### config.mk
export PLATFORM = sky130hd
export DESIGN_NAME = psfb_pwm
export DESIGN_NICKNAME = d
export VERILOG_FILES = /design/src/rtl/psfb_pkg.sv /design/src/rtl/psfb_timebase.sv /design/src/rtl/psfb_phase.sv /design/src/rtl/psfb_deadband.sv /design/src/rtl/psfb_pwm.sv
export SDC_FILE = /design/constraint.sdc
export NUM_CORES = 1
export LEC_CHECK = 0
export ABC_AREA = 1
export BUFFER_PORTS_ARGS = -buffer_cell sky130_fd_sc_hd__buf_2
export CELL_PAD_IN_SITES_DETAIL_PLACEMENT = 1
export CELL_PAD_IN_SITES_GLOBAL_PLACEMENT = 2
export CORE_MARGIN = 5
export CORE_UTILIZATION = 37
export CTS_BUF_LIST = sky130_fd_sc_hd__clkbuf_8
export DETAILED_ROUTE_END_ITERATION = 8
export PLACE_DENSITY_LB_ADDON = 0.08
export SLEW_MARGIN = 20
export SYNTH_ARGS = -nofsm -noshare
export SYNTH_HDL_FRONTEND = slang
export SYNTH_SLANG_ARGS = --single-unit
### constraint.sdc
create_clock -name clk -period 2.75 [get_ports clk]
set_clock_uncertainty 0.05 [all_clocks]
set_input_delay 0.1375 -clock clk [delete_from_list [all_inputs] [get_ports clk]]
set_output_delay 0.1375 -clock clk [all_outputs]
set_load 0.01 [all_outputs]
### src/rtl/psfb_pkg.sv
package psfb_pkg;

  typedef enum logic {
    SRC_INTERNAL = 1'b0,
    SRC_EXTERNAL = 1'b1
  } tick_src_e;

  // Counter value loaded when a leg changes state: the change cycle itself
  // already counts as the first blanking cycle.
  function automatic int unsigned gap_reload(int unsigned dead);
    return (dead == 0) ? 0 : dead - 1;
  endfunction

  // Lag in cycles between the leading and lagging leg for a captured command.
  function automatic int unsigned leg_lag(int unsigned cmd, int unsigned period);
    return (cmd + 1 < period) ? cmd + 1 : period;
  endfunction

endpackage

### src/rtl/psfb_timebase.sv
module psfb_timebase #(
  parameter int CNT_W      = 8,
  parameter int OSC_PERIOD = 24
) (
  input  logic             clk,
  input  logic             rst_n,
  input  logic             en,
  input  logic             ext_sel,
  input  logic             sync_in,
  output logic [CNT_W-1:0] ramp,
  output logic             tick
);
  import psfb_pkg::*;

  localparam logic [CNT_W-1:0] RAMP_LAST = CNT_W'(OSC_PERIOD - 1);
  localparam logic [CNT_W-1:0] RAMP_TOP  = {CNT_W{1'b1}};

  tick_src_e  src;
  logic       s_meta, s_sync, s_prev;
  logic       ext_edge, int_wrap;

  assign src      = tick_src_e'(ext_sel);
  assign ext_edge = s_sync & ~s_prev;
  assign int_wrap = (ramp == RAMP_LAST);
  assign tick     = en & ((src == SRC_EXTERNAL) ? ext_edge : int_wrap);

  always_ff @(posedge clk or negedge rst_n) begin
    if (!rst_n) begin
      s_meta <= 1'b0;
      s_sync <= 1'b0;
      s_prev <= 1'b0;
    end else begin
      s_meta <= sync_in;
      s_sync <= s_meta;
      s_prev <= s_sync;
    end
  end

  always_ff @(posedge clk or negedge rst_n) begin
    if (!rst_n)               ramp <= '0;
    else if (!en)             ramp <= '0;
    else if (tick)            ramp <= '0;
    else if (ramp != RAMP_TOP) ramp <= ramp + 1'b1;
  end

endmodule

### src/rtl/psfb_phase.sv
module psfb_phase #(
  parameter int CNT_W = 8
) (
  input  logic             clk,
  input  logic             rst_n,
  input  logic             en,
  input  logic             tick,
  input  logic [CNT_W-1:0] ramp,
  input  logic [CNT_W-1:0] phase_cmd,
  output logic             leg_ab,
  output logic             leg_cd,
  output logic             trip
);
  logic [CNT_W-1:0] cmd_q;
  logic             tripped;

  // One flip of the lagging leg per period: at the ramp crossing, or forced
  // at the closing tick when the ramp never reached the command.
  assign trip = en & ~tripped & (tick | (ramp >= cmd_q));

  always_ff @(posedge clk or negedge rst_n) begin
    if (!rst_n) begin
      leg_ab  <= 1'b0;
      leg_cd  <= 1'b0;
      tripped <= 1'b1;
      cmd_q   <= '0;
    end else if (!en) begin
      leg_ab  <= 1'b0;
      leg_cd  <= 1'b0;
      tripped <= 1'b1;
    end else begin
      if (trip) leg_cd <= ~leg_cd;
      if (tick) begin
        leg_ab  <= ~leg_ab;
        cmd_q   <= phase_cmd;
        tripped <= 1'b0;
      end else if (trip) begin
        tripped <= 1'b1;
      end
    end
  end

endmodule

### src/rtl/psfb_deadband.sv
module psfb_deadband #(
  parameter int DT_W = 4
) (
  input  logic            clk,
  input  logic            rst_n,
  input  logic            en,
  input  logic            leg,
  input  logic [DT_W-1:0] dead,
  output logic            hi,
  output logic            lo
);
  import psfb_pkg::*;

  logic            seen;
  logic [DT_W-1:0] gap_cnt;
  logic            settled, bypass, pass;

  assign bypass  = (dead == '0);
  assign settled = (leg == seen) && (gap_cnt == '0);
  assign pass    = bypass | settled;
  assign hi      = en & leg & pass;
  assign lo      = en & ~leg & pass;

  always_ff @(posedge clk or negedge rst_n) begin
    if (!rst_n) begin
      seen    <= 1'b0;
      gap_cnt <= '0;
    end else if (!en) begin
      seen    <= 1'b0;
      gap_cnt <= '0;
    end else if (leg != seen) begin
      seen    <= leg;
      gap_cnt <= DT_W'(gap_reload(32'(dead)));
    end else if (gap_cnt != '0) begin
      gap_cnt <= gap_cnt - 1'b1;
    end
  end

endmodule

### src/rtl/psfb_pwm.sv
module psfb_pwm #(
  parameter int CNT_W      = 8,
  parameter int DT_W       = 4,
  parameter int OSC_PERIOD = 24
) (
  input  logic             clk,
  input  logic             rst_n,
  input  logic             en,
  input  logic             ext_mode,
  input  logic             sync_in,
  output logic             sync_out,
  input  logic [CNT_W-1:0] phase_cmd,
  input  logic [DT_W-1:0]  dt_ab,
  input  logic [DT_W-1:0]  dt_cd,
  output logic             gate_a,
  output logic             gate_b,
  output logic             gate_c,
  output logic             gate_d
);
  localparam int NUM_LEGS = 2;

  logic [CNT_W-1:0] ramp;
  logic             tick;
  logic             trip;
  logic             leg_ab, leg_cd;
  logic [NUM_LEGS-1:0] leg_vec, hi_vec, lo_vec;
  logic [DT_W-1:0]  dead_vec [NUM_LEGS];

  psfb_timebase #(.CNT_W(CNT_W), .OSC_PERIOD(OSC_PERIOD)) u_timebase (
    .clk(clk), .rst_n(rst_n), .en(en), .ext_sel(ext_mode),
    .sync_in(sync_in), .ramp(ramp), .tick(tick)
  );

  psfb_phase #(.CNT_W(CNT_W)) u_phase (
    .clk(clk), .rst_n(rst_n), .en(en), .tick(tick), .ramp(ramp),
    .phase_cmd(phase_cmd), .leg_ab(leg_ab), .leg_cd(leg_cd), .trip(trip)
  );

  assign leg_vec     = {leg_cd, leg_ab};
  assign dead_vec[0] = dt_ab;
  assign dead_vec[1] = dt_cd;

  for (genvar g = 0; g < NUM_LEGS; g++) begin : g_leg
    psfb_deadband #(.DT_W(DT_W)) u_band (
      .clk(clk), .rst_n(rst_n), .en(en), .leg(leg_vec[g]),
      .dead(dead_vec[g]), .hi(hi_vec[g]), .lo(lo_vec[g])
    );
  end

  assign gate_a   = hi_vec[0];
  assign gate_b   = lo_vec[0];
  assign gate_c   = hi_vec[1];
  assign gate_d   = lo_vec[1];
  assign sync_out = tick & ~ext_mode;

endmodule

==> results of run 1 <==
==> layout by cell type (no fill, tap or decap), drive strengths merged <==
cell type,n
ha,15
o21ai,15
nand4,2
nor3,7
xnor2,4
xor2,6
a21oi,18
or2,1
nand3,10
nand3b,1
inv,48
a211oi,4
dfstp,1
o22ai,2
nand2,46
clkbuf,7
dlygate4sd3,2
o21a,1
dfrtp,31
a31oi,1
buf,25
nor2,31
==> how the worst min path moves through the flow <==
stage / from / endpoint / slack [ns] / cells past startpoint
floorplan: rst_n / g_leg[0].u_band.gap_cnt[0] / -0.21 / 0
global placement: rst_n / u_phase.cmd_q[2] / 0.19 / 1
detailed placement: rst_n / u_phase.cmd_q[2] / 0.19 / 1
CTS: phase_cmd[7] / u_phase.cmd_q[7] / 0.05 / 3
global route: phase_cmd[6] / u_phase.cmd_q[6] / 0.08 / 3
finish: phase_cmd[7] / u_phase.cmd_q[7] / 0.06 / 3
==> area by class of cell <==
cell class | instances | area [sq um] | area share
Sequential cell | 32 | 802 | 0.358
Clock inverter | 1 | 3.75 | 0.00167
Inverter | 47 | 176 | 0.0786
Timing Repair Buffer | 27 | 145 | 0.0647
Multi-Input combinational cell | 164 | 932 | 0.416
Tap cell | 70 | 87.6 | 0.0390
Clock buffer | 7 | 96.3 | 0.0429
==> worst register-to-register path: stages, from the launching register on <==
cell and delay, ns:
dfrtp_1 0.40, ha_1 0.24, nand2_1 0.07, nor2_1 0.12, nand2_2 0.09, nand2_4 0.10
nand2_4 0.13, nand3_1 0.13, nand3_1 0.07, nand2_1 0.07, inv_1 0.03
==> per-layer routing <==
metal,GRT usage,part of all wire,wire length [um]
met1,0.193,0.51,2180
met2,0.235,0.44,1880
met3,0.0336,0.031,132
met4,0.0449,0.012,49
met5,0,0,0
==> synth_stat cells, drive strengths merged <==
cell type | number | area (sq um)
a21oi | 18 | 90.1
ha | 15 | 188
nor2 | 31 | 121
a31oi | 1 | 6.26
o21ai | 15 | 75.1
nand4 | 2 | 12.5
a211oi | 4 | 30.0
dfstp | 1 | 26.3
inv | 47 | 176
nand3b | 1 | 7.51
buf | 2 | 16.3
nand3 | 10 | 50.1
nor3 | 7 | 35.0
dfrtp | 31 | 776
xnor2 | 4 | 35.0
o21a | 1 | 7.51
o22ai | 2 | 12.5
nand2 | 46 | 200
or2 | 1 | 8.76
xor2 | 6 | 52.6
==> per-stage QoR <==
step | area (sq um) | hold WS, ns | setup WS, ns
6_report | 2240 | 0.0575 | 1.00
5_1_grt | 2240 | 0.0770 | 0.842
4_1_cts | 2240 | 0.0525 | 0.970
3_5_place_dp | 2120 | 0.192 | 1.12
3_3_place_gp | 2120 | 0.189 | 1.17
2_1_floorplan | 1930 | -0.208 | 1.33
==> power groups by stage <==
| stage | clock network, W | logic, W | registers, W |
|---|---|---|---|
| after floorplan | 0 | 0.000342 | 0.000597 |
| after global placement | 0 | 0.000460 | 0.000604 |
| after detailed placement | 0 | 0.000454 | 0.000610 |
| after CTS | 0.000410 | 0.000464 | 0.000601 |
| after global routing | 0.000427 | 0.000538 | 0.000611 |
| final | 0.000393 | 0.000454 | 0.000599 |
==> timing repair <==
| item | in CTS | in global routing |
|---|---|---|
| endpoints found under the hold margin | 32 | 0 |
| hold buffers | 2 | 0 |
| resized for setup | 0 | 0 |
==> cells by family after synthesis <==
logic type	share of synthesized area
compound gates	0.115
xor+xnor	0.0455
fa+ha+maj	0.0974
buf+inv	0.100
flops	0.416
simple gates	0.226
==> state kept, by name (all words and copies together) (netlist names) <==
signal / flops
u_phase.tripped: 1
u_timebase.s_sync: 1
u_phase.leg_ab: 1
g_leg.u_band.seen: 2
u_timebase.s_prev: 1
u_timebase.ramp: 8
u_phase.leg_cd: 1
u_phase.cmd_q: 8
u_timebase.s_meta: 1
g_leg.u_band.gap_cnt: 8
==> metrics.cfg, run 1 <==
[layout]
fin_util=0.442
area_growth_syn_to_layout_pct=16.4
fill_cells=648
n_antenna_cell=0
finalNonFillerCells=348
drive_gt1_frac=0.147
final_nets=313

[placed_design]
placedCellCount=338
place.gp.congestion=0.719
hpwl_mm=3.28
io_buffers=25

[power_and_ir_drop]
pwr-share-comb=0.314
p_leak_nw=1.20
swShare=0.332
finalPower_w=0.00145
p_switching_w=0.000480
internal_power_w=0.000967
power.density_nw_per_um2=645
p_clk_frac=0.272
vdd_drop_max_v=0.000225
p_seq_frac=0.414

[critical_path]
r2r-start=u_timebase.ramp[1]
critPathMaxStageDelay_ns=0.38
critPathCapture=gate_b
path_cells=inv_1 -> ha_1 -> nand2_1 -> nor2_2 -> inv_1 -> a21oi_1 -> buf_2
startpoint_type=register
r2r_setup_slack_ns=1.13
worst-path-buf-inv=3
critPathKind=reg -> out
critPathTopFamily=flip-flops
cp_max_fo=3
path_common_cell=inv_1
worstSetupStartpoint=g_leg[0].u_band.gap_cnt[0]
reg2reg_depth=10
cp.required_ns=2.56
crit_slowest_cell=dfrtp_1
cp.depth=7
regToRegEndpoint=u_phase.leg_cd
end_kind=output pin
crit_arrival_ns=1.56

[global_routing]
antenna_found_initial=0
grt_pass1_wl_mm=7.52
grt_max_degree=33
grt_use_total=0.145
grt.overflow.total=0
grt_pass1_vias=1702

[synth]
yosysWarnings=0
syn_area_per_cell_sq_um=7.86
synth_seq_cells=32
syn-instance-count=245
synthesis.area_sq_um=1930
syn_nets=281
synth-seq-area-share=0.416
ys_types=25

[sta]
slew_viol_final=0
tns_ns=0
rsz0062_at_grt=no
hold_violations=0
slew_headroom=0.517
finalSetupViolations=0
period_share=0.636
worstMarginPinSlew_ns=0.724
fmax_ghz=0.572
min_period_ns=1.75

[floorplan]
start_util=0.380
rows=26
core-area_sq_um=5070
die_area_sq_um=6750
die_y_um=82.2
chipWidth_um=82.2
ioPinCount=26

[route]
wire_per_inst_um=12.2
wl_mm=4.24
drc=0
first_pass_iters=4
drt_iter0_markers=41
ant_nets=0
via_per_inst=4.55
via_count=1583

[flow_run]
maxCapViolCount=0

[clocking]
clock_latency_ns=0.28
clockBufferDepth=2
root_buffer=clkbuf_8
numClockSinks=32
h-tree-depth=2
cts_setup_buffers=0
cts_buffers=5
path_clk_slew_ns=0.07
cts_tree=yes

[run_status]
outcome=completed

[worst_hold_path]
min_path_type=in -> reg

Power figures use the tool's default switching activity.
==> run 2: changes to the inputs <==
--- a/config.mk
+++ b/config.mk
@@ -5,12 +5,12 @@
 export SDC_FILE = /design/constraint.sdc
 export NUM_CORES = 1
 export LEC_CHECK = 0
-export ABC_AREA = 1
+export ABC_AREA = 0
 export BUFFER_PORTS_ARGS = -buffer_cell sky130_fd_sc_hd__buf_2
 export CELL_PAD_IN_SITES_DETAIL_PLACEMENT = 1
 export CELL_PAD_IN_SITES_GLOBAL_PLACEMENT = 2
 export CORE_MARGIN = 5
-export CORE_UTILIZATION = 37
+export CORE_UTILIZATION = 34
 export CTS_BUF_LIST = sky130_fd_sc_hd__clkbuf_8
 export DETAILED_ROUTE_END_ITERATION = 8
 export PLACE_DENSITY_LB_ADDON = 0.08
==> constraint.sdc (replaced) <==
create_clock -name clk -period 1.6 [get_ports clk]
set_clock_uncertainty 0.05 [all_clocks]
set_input_delay 0.08 -clock clk [delete_from_list [all_inputs] [get_ports clk]]
set_output_delay 0.08 -clock clk [all_outputs]
set_load 0.01 [all_outputs]
==> metrics.cfg, run 2 <==
[run_status]
outcome=complete, but fails checks
violations=negative setup slack

[route]
drc=0
drt_iter0_markers=13
first_pass_iters=4
via_count=1731
ant_nets=0
wl_mm=5.29
wire_per_inst_um=15.4
via_per_inst=5.03

[floorplan]
rows=27
die_y_um=86.3
ioPinCount=26
chipWidth_um=86.3
start_util=0.355
die_area_sq_um=7450
core-area_sq_um=5570

[synth]
syn_area_per_cell_sq_um=9.95
syn_nets=235
netlist.area_leader.share=0.392
synthesis.area_sq_um=1980
synth_most_common_cell=dfrtp_1
yosys_most_used_dff=dfrtp_1
synth-seq-area-share=0.405
yosysTopAreaCell=dfrtp_1
syn-instance-count=199
synthTopCellsByCount=31 x dfrtp_1, 21 x inv_1, 20 x nor2_1
synthArstFlopShare=1.00
synth_seq_cells=32
synth_edf_count=0
ys_types=40
yosysWarnings=0
synth_area_leaders=dfrtp_1 39%, ha_1 9.5%, mux2_4 6.1%, a211oi_1 4.6%, inv_1 4.0%

[sta]
whs_ns=0.0499
rsz0062_at_grt=yes
slew_headroom=0.484
slew_viol_final=0
worstMarginPinSlew_ns=0.774
period_share=1.17
fin_ws_ns=-0.274
finalSetupViolations=17
fmax_ghz=0.534
min_period_ns=1.87
tns_ns=-2.09
hold_violations=0

[critical_path]
crit_arrival_ns=1.74
cp_max_fo=3
startpoint_type=register
crit_slowest_cell=or3b_4
critPathKind=reg -> out
end_kind=output pin
path_cells=inv_1 -> ha_2 -> or3b_4 -> o21a_1 -> nor3_2 -> buf_2
critPathMaxStageDelay_ns=0.41
cp.required_ns=1.47

[clocking]
clock_latency_ns=0.29
h-tree-depth=2
cts_buffers=5
numClockSinks=32
clockBufferDepth=2
root_buffer=clkbuf_8
path_clk_slew_ns=0.07
cts_tree=yes

[power_and_ir_drop]
vdd_drop_max_v=0.000610
power.density_nw_per_um2=1230
p_leak_nw=1.31

[global_routing]
grt_use_total=0.156
grt.overflow.total=0
grt_max_degree=33
grt_pass1_wl_mm=9.27
grt_pass1_vias=1994
antenna_found_initial=0

[placed_design]
place.gp.congestion=0.808
io_buffers=25
dpl_cell_area_sq_um=2380
hpwl_mm=3.86
placedCellCount=317

[layout]
fin_area_sq_um=2800
fin_util=0.503
finalNonFillerCells=344
biggestRegsByFlops=g_leg.u_band.gap_cnt x8, u_phase.cmd_q x8, u_timebase.ramp x8
drive_gt1_frac=0.452
n_antenna_cell=0
final_nets=307
layout_commonest_cell=buf_4
area_growth_syn_to_layout_pct=41.6
layout_common_cells=31 x buf_4, 28 x dfrtp_1, 25 x buf_2, 21 x inv_1, 17 x nor2_1

[worst_hold_path]
min_path_type=in -> reg

[flow_run]
maxCapViolCount=0

## run 2: layout make-up
type | instances | area, sq um
clock inverters | 3 | 38.8
inverters | 21 | 78.8
repair buffers | 69 | 492
flip-flops and latches | 32 | 806
well taps | 72 | 90.1
fillers | 637 | 2770
multi-input cells | 142 | 1230
clock buffers | 5 | 68.8
## run 2: path summary, 6_finish.rpt
path / from / slack, ns / endpoint / depth (start not counted)
min in group asynchronous: rst_n / 0.36 / g_leg[0].u_band.gap_cnt[2] / 2
hold / removal: dt_cd[0] / 0.05 / g_leg[1].u_band.gap_cnt[0] / 3
setup / recovery: g_leg[0].u_band.gap_cnt[1] / -0.27 / gate_b / 6
max in group asynchronous: rst_n / 0.59 / u_timebase.ramp[7] / 2
hold reg to reg: u_timebase.s_meta / 0.32 / u_timebase.s_sync / 0
setup reg to reg: g_leg[1].u_band.gap_cnt[1] / -0.15 / g_leg[1].u_band.gap_cnt[0] / 8
## run 2: repair_timing
action,4_1_cts,5_1_grt
pin swaps,8,8
endpoints found under the hold margin,40,0
hold buffers,10,0
resized for setup,21,21
setup endpoints to repair,23,22
setup buffers,4,5
## run 2: power by group
group | switching, W | leakage [nW] | total [W] | internal, W
logic | 0.000704 | 0.843 | 0.00163 | 0.000926
clock network | 0.000314 | 0.0593 | 0.000770 | 0.000456
registers | 0.000104 | 0.406 | 0.00106 | 0.000954
## run 2: through the flow
| stage | total power, W | worst slack, ns |
|---|---|---|
| 2_1_floorplan | 0.00190 | -0.000874 |
| 3_3_place_gp | 0.00219 | 0.00638 |
| 3_5_place_dp | 0.00226 | -0.103 |
| 4_1_cts | 0.00328 | -0.287 |
| 5_1_grt | 0.00371 | -0.372 |
| 6_report | 0.00346 | -0.274 |
## run 2: layer usage
metal	vias to the layer above	share of wire	global-route usage	routed length, um
met3	8	0.023	0.0361	123
met1	864	0.40	0.171	2140
met5	-	0	0	0
met2	15	0.56	0.296	2950
li1	844	-	-	-
met4	0	0.013	0.0482	71
## run 2: cells by family after synthesis
| kind of cell | count (synthesis) | synth area share |
|---|---|---|
| simple gates | 67 | 0.193 |
| fa+ha+maj | 15 | 0.0948 |
| compound gates | 41 | 0.142 |
| mux | 12 | 0.0822 |
| flops | 32 | 0.405 |
| buf+inv | 25 | 0.0512 |
| xor+xnor | 7 | 0.0310 |
## run 2: worst max-delay path: cells and delay by family, from the launching register on
family,cells,cell delay [ns]
simple gates,2,0.51
flops,1,0.38
buf+inv,2,0.21
compound gates,1,0.19
fa+ha+maj,1,0.17
==> run 3: changes to the inputs <==
--- a/config.mk
+++ b/config.mk
@@ -10,8 +10,7 @@
 export CELL_PAD_IN_SITES_DETAIL_PLACEMENT = 1
 export CELL_PAD_IN_SITES_GLOBAL_PLACEMENT = 2
 export CORE_MARGIN = 5
-export CORE_UTILIZATION = 34
-export CTS_BUF_LIST = sky130_fd_sc_hd__clkbuf_8
+export CORE_UTILIZATION = 33
 export DETAILED_ROUTE_END_ITERATION = 8
 export PLACE_DENSITY_LB_ADDON = 0.08
 export SLEW_MARGIN = 20
==> metrics.cfg, run 3 (synthesis results as in run 2) <==
[route]
via_count=1757
ant_nets=0
wire_per_inst_um=15.5
drt_iter0_markers=27
via_per_inst=5.05
wl_mm=5.40
drc=0
first_pass_iters=4

[critical_path]
r2r-start=g_leg[1].u_band.gap_cnt[0]
cp_max_fo=3
critPathKind=reg -> out
path_cells=inv_1 -> ha_2 -> or3b_4 -> o21a_1 -> nor3_2 -> buf_2
r2r_setup_slack_ns=-0.16
crit_arrival_ns=1.75
crit_slowest_cell=or3b_4
startpoint_type=register
critPathMaxStageDelay_ns=0.40
reg2reg_depth=8
cp.required_ns=1.47
regToRegEndpoint=g_leg[1].u_band.gap_cnt[0]
worstSetupStartpoint=g_leg[0].u_band.gap_cnt[1]
end_kind=output pin

[floorplan]
chipWidth_um=87.4
core-area_sq_um=5890
ioPinCount=26
die_area_sq_um=7650
die_y_um=87.4
start_util=0.336
rows=28

[sta]
min_period_ns=1.88
finalSetupViolations=17
slew_viol_final=0
hold_violations=0
period_share=1.17
worstMarginPinSlew_ns=0.742
rsz0062_at_grt=yes
fin_ws_ns=-0.277
fmax_ghz=0.533
whs_ns=0.0513
slew_headroom=0.505

[clocking]
cts_tree=yes
clockBufferDepth=2
clock_latency_ns=0.29
cts_buffers=5
path_clk_slew_ns=0.07
numClockSinks=32
root_buffer=clkbuf_8
h-tree-depth=2

[layout]
layout_commonest_cell=buf_4
fin_area_sq_um=2790
layout_common_cells=32 x buf_4, 28 x dfrtp_1, 25 x buf_2, 20 x inv_1, 18 x nor2_1
area_growth_syn_to_layout_pct=41.0
biggestRegsByFlops=g_leg.u_band.gap_cnt x8, u_phase.cmd_q x8, u_timebase.ramp x8
finalNonFillerCells=348
n_antenna_cell=0
final_nets=308
drive_gt1_frac=0.432
fin_util=0.474

[global_routing]
grt_pass1_vias=1982
grt.overflow.total=0
antenna_found_initial=0
grt_max_degree=33
grt_use_total=0.154
grt_pass1_wl_mm=9.20

[placed_design]
place.gp.congestion=0.790
hpwl_mm=4.07
dpl_cell_area_sq_um=2370
placedCellCount=318
io_buffers=25

[power_and_ir_drop]
power.density_nw_per_um2=1220
vdd_drop_max_v=0.000584
p_leak_nw=1.30

[worst_hold_path]
hp-start=dt_cd[0]
min_to=g_leg[1].u_band.gap_cnt[0]
hold_depth=3
min_path_type=in -> reg

[run_status]
violations=negative setup slack
outcome=complete, but fails checks

[flow_run]
maxCapViolCount=0

## run 3: changes by cell type in the layout (fill, tap and decap cells not counted), sizes merged
| cell | change |
|---|---|
| buf | +1 |
| bufinv | -1 |
| clkinvlp | +2 |
| inv | -1 |
## run 3: worst max-delay path by stage
stage                                 end  slack [ns]  depth (start not counted)
2_1_floorplan  g_leg[0].u_band.gap_cnt[0]     -0.0009                          7
3_3_place_gp             u_phase.cmd_q[0]       -0.03                          4
3_5_place_dp           u_timebase.ramp[7]       -0.08                          4
4_1_cts                            gate_d       -0.30                          6
5_1_grt                            gate_b       -0.38                          6
6_report                           gate_b       -0.28                          6
## run 3: cell type report
type                       instances  area (sq um)
fill                             678          3100
multi-input combinational        142          1220
sequential                        32           806
timing repair buffer              70           499
tap                               75          93.8
inverter                          21          78.8
clock buffer                       5          68.8
clock inverter                     3          23.8
## run 3: power breakdown
group	internal [W]	switching, W
registers	0.000954	0.000105
logic	0.000966	0.000718
clock network	0.000308	0.000340
## run 3: repair_timing
item | in CTS | in global routing
resized for setup | 18 | 20
setup buffers | 6 | 6
hold endpoints to repair | 40 | 0
endpoints found under the setup margin | 24 | 27
gates cloned | 0 | 0
pin swaps | 12 | 8
hold buffers | 10 | 0
## run 3: through the flow
step	setup TNS (ns)	worst slack [ns]	total power, W
6_report	-2.08	-0.277	0.00339
4_1_cts	-2.22	-0.302	0.00315
3_5_place_dp	-1.11	-0.0847	0.00223
2_1_floorplan	-0.000975	-0.000874	0.00190
5_1_grt	-3.39	-0.385	0.00366
3_3_place_gp	-0.248	-0.0295	0.00216
## run 3: critical path: cells and delay by family, from the launching register on
family / cells / cell delay (ns)
buffers and inverters: 2 / 0.22
AO/OA/AOI/OAI: 1 / 0.19
flip-flops: 1 / 0.38
AND/OR/NAND/NOR: 2 / 0.51
adder cells (fa/ha/maj): 1 / 0.17
## run 3: per-layer routing
layer	part of all wire	vias to the layer above	track usage
li1	-	846	-
met1	0.39	883	0.167
met2	0.57	19	0.296
met3	0.021	9	0.0322
met4	0.017	0	0.0460
met5	0	-	0
